`config.mk`:
```
export PLATFORM = sky130hd
export DESIGN_NAME = halfbridge_guard
export DESIGN_NICKNAME = d
export VERILOG_FILES = /design/src/rtl/hbg_pkg.sv /design/src/rtl/hbg_req_map.sv /design/src/rtl/hbg_channel.sv /design/src/rtl/halfbridge_guard.sv
export SDC_FILE = /design/constraint.sdc
export NUM_CORES = 1
export LEC_CHECK = 0
export ABC_AREA = 1
export BUFFER_PORTS_ARGS = -buffer_cell sky130_fd_sc_hd__buf_2
export CELL_PAD_IN_SITES_DETAIL_PLACEMENT = 1
export CELL_PAD_IN_SITES_GLOBAL_PLACEMENT = 2
export CORE_UTILIZATION = 33
export DETAILED_ROUTE_END_ITERATION = 8
export GPL_TIMING_DRIVEN = 0
export HOLD_SLACK_MARGIN = 0.08
export PLACE_DENSITY_LB_ADDON = 0.1
export REMOVE_ABC_BUFFERS = 1
export SLEW_MARGIN = 20
export SYNTH_ARGS = -nofsm -noshare
export SYNTH_HDL_FRONTEND = slang
export SYNTH_SLANG_ARGS = --single-unit
export TNS_END_PERCENT = 20
```
`constraint.sdc`:
```
create_clock -name clk -period 2.3 [get_ports clk]
set_input_delay 0.345 -clock clk [delete_from_list [all_inputs] [get_ports clk]]
set_output_delay 0.345 -clock clk [all_outputs]
set_load 0.02 [all_outputs]
```
`src/rtl/hbg_pkg.sv`:
```
package hbg_pkg;

    typedef enum logic [1:0] {
        HBG_DUAL     = 2'b00,
        HBG_PWM      = 2'b01,
        HBG_INDEP    = 2'b10,
        HBG_DUAL_ALT = 2'b11
    } hbg_mode_e;

    typedef struct packed {
        logic hi;
        logic lo;
    } hbg_want_t;

endpackage

```
`src/rtl/hbg_req_map.sv`:
```
module hbg_req_map
    import hbg_pkg::*;
(
    input  logic [1:0] mode_sel,
    input  logic       disable_in,
    input  logic       req_hi,
    input  logic       req_lo,
    input  logic       pwm_in,
    output hbg_want_t  want,
    output logic       interlock
);

    hbg_mode_e mode;

    always_comb begin
        mode = hbg_mode_e'(mode_sel);
        want = '0;
        interlock = 1'b1;
        unique case (mode)
            HBG_PWM: begin
                want.hi = pwm_in;
                want.lo = !pwm_in;
            end
            HBG_INDEP: begin
                interlock = 1'b0;
                want.hi = req_hi;
                want.lo = req_lo;
            end
            default: begin
                // contention blanks both sides
                want.hi = req_hi && !req_lo;
                want.lo = req_lo && !req_hi;
            end
        endcase
        if (disable_in) begin
            want = '0;
        end
    end

endmodule

```
`src/rtl/hbg_channel.sv`:
```
module hbg_channel #(
    parameter int DT_W = 8
) (
    input  logic            clk,
    input  logic            rst_n,
    input  logic            want_self,
    input  logic            want_other,
    input  logic            other_on,
    input  logic            interlock,
    input  logic [DT_W-1:0] limit,
    output logic            drv_q
);

    typedef struct packed {
        logic            on;
        logic [DT_W-1:0] cnt;
    } chan_state_t;

    chan_state_t st_d, st_q;
    logic [DT_W:0] cnt_inc;

    always_comb begin
        st_d    = st_q;
        cnt_inc = {1'b0, st_q.cnt} + {{DT_W{1'b0}}, 1'b1};
        if (!want_self) begin
            st_d.on  = 1'b0;
            st_d.cnt = '0;
        end else if (!interlock) begin
            st_d.on  = 1'b1;
            st_d.cnt = '0;
        end else if (st_q.on) begin
            st_d.cnt = '0;
        end else if (other_on || want_other) begin
            st_d.cnt = '0;
        end else if (cnt_inc >= {1'b0, limit}) begin
            st_d.on  = 1'b1;
            st_d.cnt = '0;
        end else begin
            st_d.cnt = cnt_inc[DT_W-1:0];
        end
    end

    always_ff @(posedge clk or negedge rst_n) begin
        if (!rst_n) begin
            st_q <= '0;
        end else begin
            st_q <= st_d;
        end
    end

    assign drv_q = st_q.on;

endmodule

```
`src/rtl/halfbridge_guard.sv`:
```
module halfbridge_guard
    import hbg_pkg::*;
#(
    parameter int DT_W = 8
) (
    input  logic            clk,
    input  logic            rst_n,
    input  logic [1:0]      mode_sel,
    input  logic            disable_in,
    input  logic            req_hi,
    input  logic            req_lo,
    input  logic            pwm_in,
    input  logic [DT_W-1:0] dead_cfg,
    output logic            drv_hi,
    output logic            drv_lo
);

    localparam int NCH = 2;

    hbg_want_t       want;
    logic            interlock;
    logic [DT_W-1:0] limit;
    logic [NCH-1:0]  want_v;
    logic [NCH-1:0]  drv_v;

    hbg_req_map u_map (
        .mode_sel  (mode_sel),
        .disable_in(disable_in),
        .req_hi    (req_hi),
        .req_lo    (req_lo),
        .pwm_in    (pwm_in),
        .want      (want),
        .interlock (interlock)
    );

    always_comb begin
        limit = (dead_cfg == '0) ? {{(DT_W-1){1'b0}}, 1'b1} : dead_cfg;
    end

    assign want_v = {want.hi, want.lo};

    // index 1 = high side, index 0 = low side
    for (genvar g = 0; g < NCH; g++) begin : g_ch
        hbg_channel #(.DT_W(DT_W)) u_ch (
            .clk       (clk),
            .rst_n     (rst_n),
            .want_self (want_v[g]),
            .want_other(want_v[NCH-1-g]),
            .other_on  (drv_v[NCH-1-g]),
            .interlock (interlock),
            .limit     (limit),
            .drv_q     (drv_v[g])
        );
    end

    assign drv_hi = drv_v[1];
    assign drv_lo = drv_v[0];

endmodule

```
Word-level counts from Yosys, hierarchy flattened
Index checks and enable logic that the tools add are counted.
- mux-type cells: 19
- $add $sub $neg: 2
- eq/ne operators: 2
- reductions and logical operators: 8
- order comparisons: 2
- operator list (kind ; count):
    $mux 8 ; 7
    $mux 9 ; 4
    $add 8x1->9 const B ; 2
    $ge 9x8->1 ; 2
    $logic_not 8->1 ; 1
    $mux 1 ; 6
    $pmux 2 s2 ; 1
    $logic_not 1->1 ; 3
    $eq 2x1->1 const B ; 1
    $eq 2x2->1 const B ; 1
    $logic_and 1x1->1 ; 2
    $logic_or 1x1->1 ; 2
    $mux 2 ; 1
- flip-flop bits (word level): 18

Longest topological paths before layout
- depth in word-level cells: 9
- mapped depth: 15

Modules after synthesis
From an unflattened synthesis, not the netlist that was laid out.
- cell total of the unflattened synthesis: 232
- area, all modules: 1585.3 um^2
- by module, submodules not included (module ; instances ; area an instance (um^2) ; cells each ; seq. area each (um^2)):
    hbg_channel ; 2 ; 708.2 ; 96 ; 225.2
    hbg_req_map ; 1 ; 111.4 ; 25 ; 0.0
    halfbridge_guard ; 1 ; 57.6 ; 15 ; 0.0

Least setup slack after synthesis
Ideal clock, no wire load.
- path kind: reg2reg
- start: reg g_ch[0].u_ch.st_q[0] in the netlist's numbering
- end: reg g_ch[0].u_ch.st_q (netlist bit g_ch[0].u_ch.drv_q)
- arrival: 1.831 ns
- path slack: 0.349 ns
- stages on the path, launching flop included: 14
- period minus slack after synthesis: 1.951 ns
- path through: dfrtp_1 -> ha_1 -> nand3_1 -> xor2_1 -> inv_1 -> ha_1 -> a21oi_1 -> o21ai_0 -> o21bai_1 -> nand2_1 -> nand2_1 -> nand2_1 -> nand2_1 -> nand2_1
- RTL lines (element ; RTL line ; RTL):
    start: declaration ; hbg_channel.sv:19 ; chan_state_t st_d, st_q;
    start signal: assignment ; hbg_channel.sv:47 ; st_q <= st_d;

==> results.ini <==
[global_routing]
grt_util_all_layers_pct=16.7
grt_start_max_net_pins=19
antenna_found_initial=0
wire_length_of_the_first_global_routing_pass_um=5660
via_count_of_the_first_global_routing_pass=1283
grt_overflow=0

[die]
floorplan.rows=23
fp.dieW_um=67.7
count_of_boundary_i_o_pins=18
area_of_the_core_mm2=0.00406
dieArea_mm2=0.00458
die_h_um=67.7
start_util_pct=35.1

[final_layout]
commonest_non_fill_non_tap_cell_in_the_layout=inv_1
final_util_pct=44.2
synthToLayoutAreaGrowth_pct=25.9
seq_area_um2=453
num-nets-final=251
antenna_cells=0
layout.cells.most_common_list=41 x inv_1, 31 x nand2_1, 17 x ha_1, 17 x buf_2
share_of_layout_cells_above_drive_strength_1_pct=29.9
multiInputGateArea_um2=925
fill_cells=504

[worst_setup_path]
critical_path_required_ns=2.44
cpMaxStageDelayCell=dfrtp_2
crit_chain=ha_4, nand3_2, xor2_2, inv_1, ha_1, nand2_1, nor3_1, o21bai_1, nand2_1, nand2_2, nand3_4, nor2_1
worstPathBufferInverterCount=1
timing.setup.critical_path_class=reg -> reg
critical-path-top-delay-family=simple AND/OR/NAND/NOR gates
critical_path.endpoint_type=flip-flop
worst_setup_path_start_kind=flip-flop
arrival_ns=2.27
cell_repeated_most_along_the_worst_path=nand2_1
max_stage_delay_ns=0.45
critical_path_peak_fanout=8

[placement]
portbufs=17
dp_hpwl_um=2720
finalWeightedCongestion=0.768

[logic_synthesis]
yosysUniqueCellTypes=28
post_synth_inst_count=186
async_flop_share_pct=100
synth_seq_cells=18
synth_area_per_cell_um2=7.66
mappedNetlistArea_mm2=0.00142
synth-edff-count=0
yosysSeqAreaShare_pct=31.6
ys.flop_type=dfrtp_1
yosys_warnings=0

[power]
power_mw=0.723
vdd_ir_drop_max_v=0.000163
lkg_pwr_nw=0.990
power_density_mw_per_mm2=403

[detailed_routing]
residual_antenna_violating_net_count_after_detailed_routing=0
post_drt_wl_per_cell_um=13.1
drcViolationCount=0
via_count_of_the_routed_design=1244
detail_route.iter0.violations=23
number_of_detailed_route_iterations_in_the_first_pass=2
routed_wl_um=3450
detail_route.vias_per_cell=4.71

[sta]
layout_worst_path_cycle_share_pct=92.4
setup-tns-final_ns=0
hold_viol_final=0
headroom_to_the_max_slew_limit_pct=70.7
finalClockSkew_ns=0.00433
fin_crit_period_ns=2.13
fin_hold_ws_ns=0.400
report.final.setup_viol=0
final-max-slew-violation-count=0
timing_worst_slew_pin_value_ns=0.440
fmax_mhz=471

[clocking]
cts_tree=built
cts_inserted_buffers=3
max-clock-path-buffers=2
cts-htree-levels=1
clk-insertion-delay-late_ns=0.25
cts.clk_slew.worst_paths_ns=0.07
number_of_sinks_handled_by_clock_tree_synthesis=18
cts_root_buf=clkbuf_8

[worst_hold_path]
hold_path.class=in -> reg

[status]
outcome=finished, final reports clean

[job]
maxCapViolations=0

-- flip-flops by register name, summed over array words and instances (netlist names) --
| name | flops |
|---|---|
| g_ch.u_ch.st_q | 16 |
| g_ch.u_ch.drv_q | 2 |
-- where the power goes --
group,switching (mW),internal (mW),total (mW)
sequential,0.00719,0.321,0.329
combinational,0.0779,0.0515,0.129
clock,0.113,0.152,0.265
total,0.198,0.525,0.723
-- final timing paths --
check	startpoint	endpoint	slack, ns	cells past startpoint
setup reg to reg	g_ch[0].u_ch.st_q[0]$_DFF_PN0_	g_ch[0].u_ch.st_q[2]$_DFF_PN0_	0.17	12
max in group asynchronous	rst_n	g_ch[0].u_ch.st_q[0]$_DFF_PN0_	1.41	2
setup / recovery	g_ch[0].u_ch.st_q[0]$_DFF_PN0_	g_ch[0].u_ch.st_q[2]$_DFF_PN0_	0.17	12
hold reg to reg	g_ch[1].u_ch.st_q[0]$_DFF_PN0_	g_ch[1].u_ch.st_q[0]$_DFF_PN0_	0.51	1
min in group asynchronous	rst_n	g_ch[1].u_ch.st_q[1]$_DFF_PN0_	0.56	2
hold / removal	disable_in	g_ch[1].u_ch.drv_q$_DFF_PN0_	0.40	4
-- tightest hold or removal path: cells and delay by family --
kind | cells | cell delay, ns
buffers and inverters | 1 | 0.08
AOI/OAI and AO/OA | 3 | 0.19
-- area by class of cell --
class | instances | area share (%)
repair buffers | 24 | 7.82
inverters | 42 | 8.79
well taps | 50 | 3.49
flip-flops and latches | 18 | 25.3
multi-input cells | 126 | 51.6
clock buffers | 4 | 3.07
-- kinds of logic after synthesis --
group / Yosys count / synth area share (%)
AOI/OAI and AO/OA: 19 / 8.79
buffers and inverters: 42 / 11.1
and+or+nand+nor: 78 / 25.4
xor gates and xnor gates: 9 / 5.54
adders and majority gates: 20 / 17.6
DFF: 18 / 31.6
-- stage by stage --
step                      instance area [um2]  worst slack, ns  cells
after global placement                   1570           0.0644    253
final                                    1790            0.175    264
after CTS                                1650           0.0122    258
after floorplan                          1420            0.349    186
after global routing                     1790          -0.0220    264
after detailed placement                 1570          -0.0214    253
-- cells in the mapped netlist, types with 4 or more instances --
master	instances	share of area, %
nand3_1	4	1.4
xor2_1	9	5.5
nor2_1	25	6.6
ha_1	20	18
inv_1	41	11
a21oi_1	7	2.5
dfrtp_1	18	32
nand2_1	36	9.5
-- what timing repair did --
| action | 4_1_cts | 5_1_grt |
|---|---|---|
| resized for setup | 2 | 26 |
| setup endpoints to repair | 14 | 18 |
| buffers inserted | 0 | 6 |
| pin swaps | 1 | 10 |
| hold buffers | 1 | 0 |
| endpoints found under the hold margin | 18 | 0 |
-- per-layer routing --
layer  GRT usage (%)  routed length [um]  vias to the layer above
met5               0                   0                        -
met4            5.59                  19                        0
met3            2.20                  86                        2
met2            29.7                1790                       16
met1            20.4                1550                      593
li1                -                   -                      633
(Power assumes the default switching activity.)
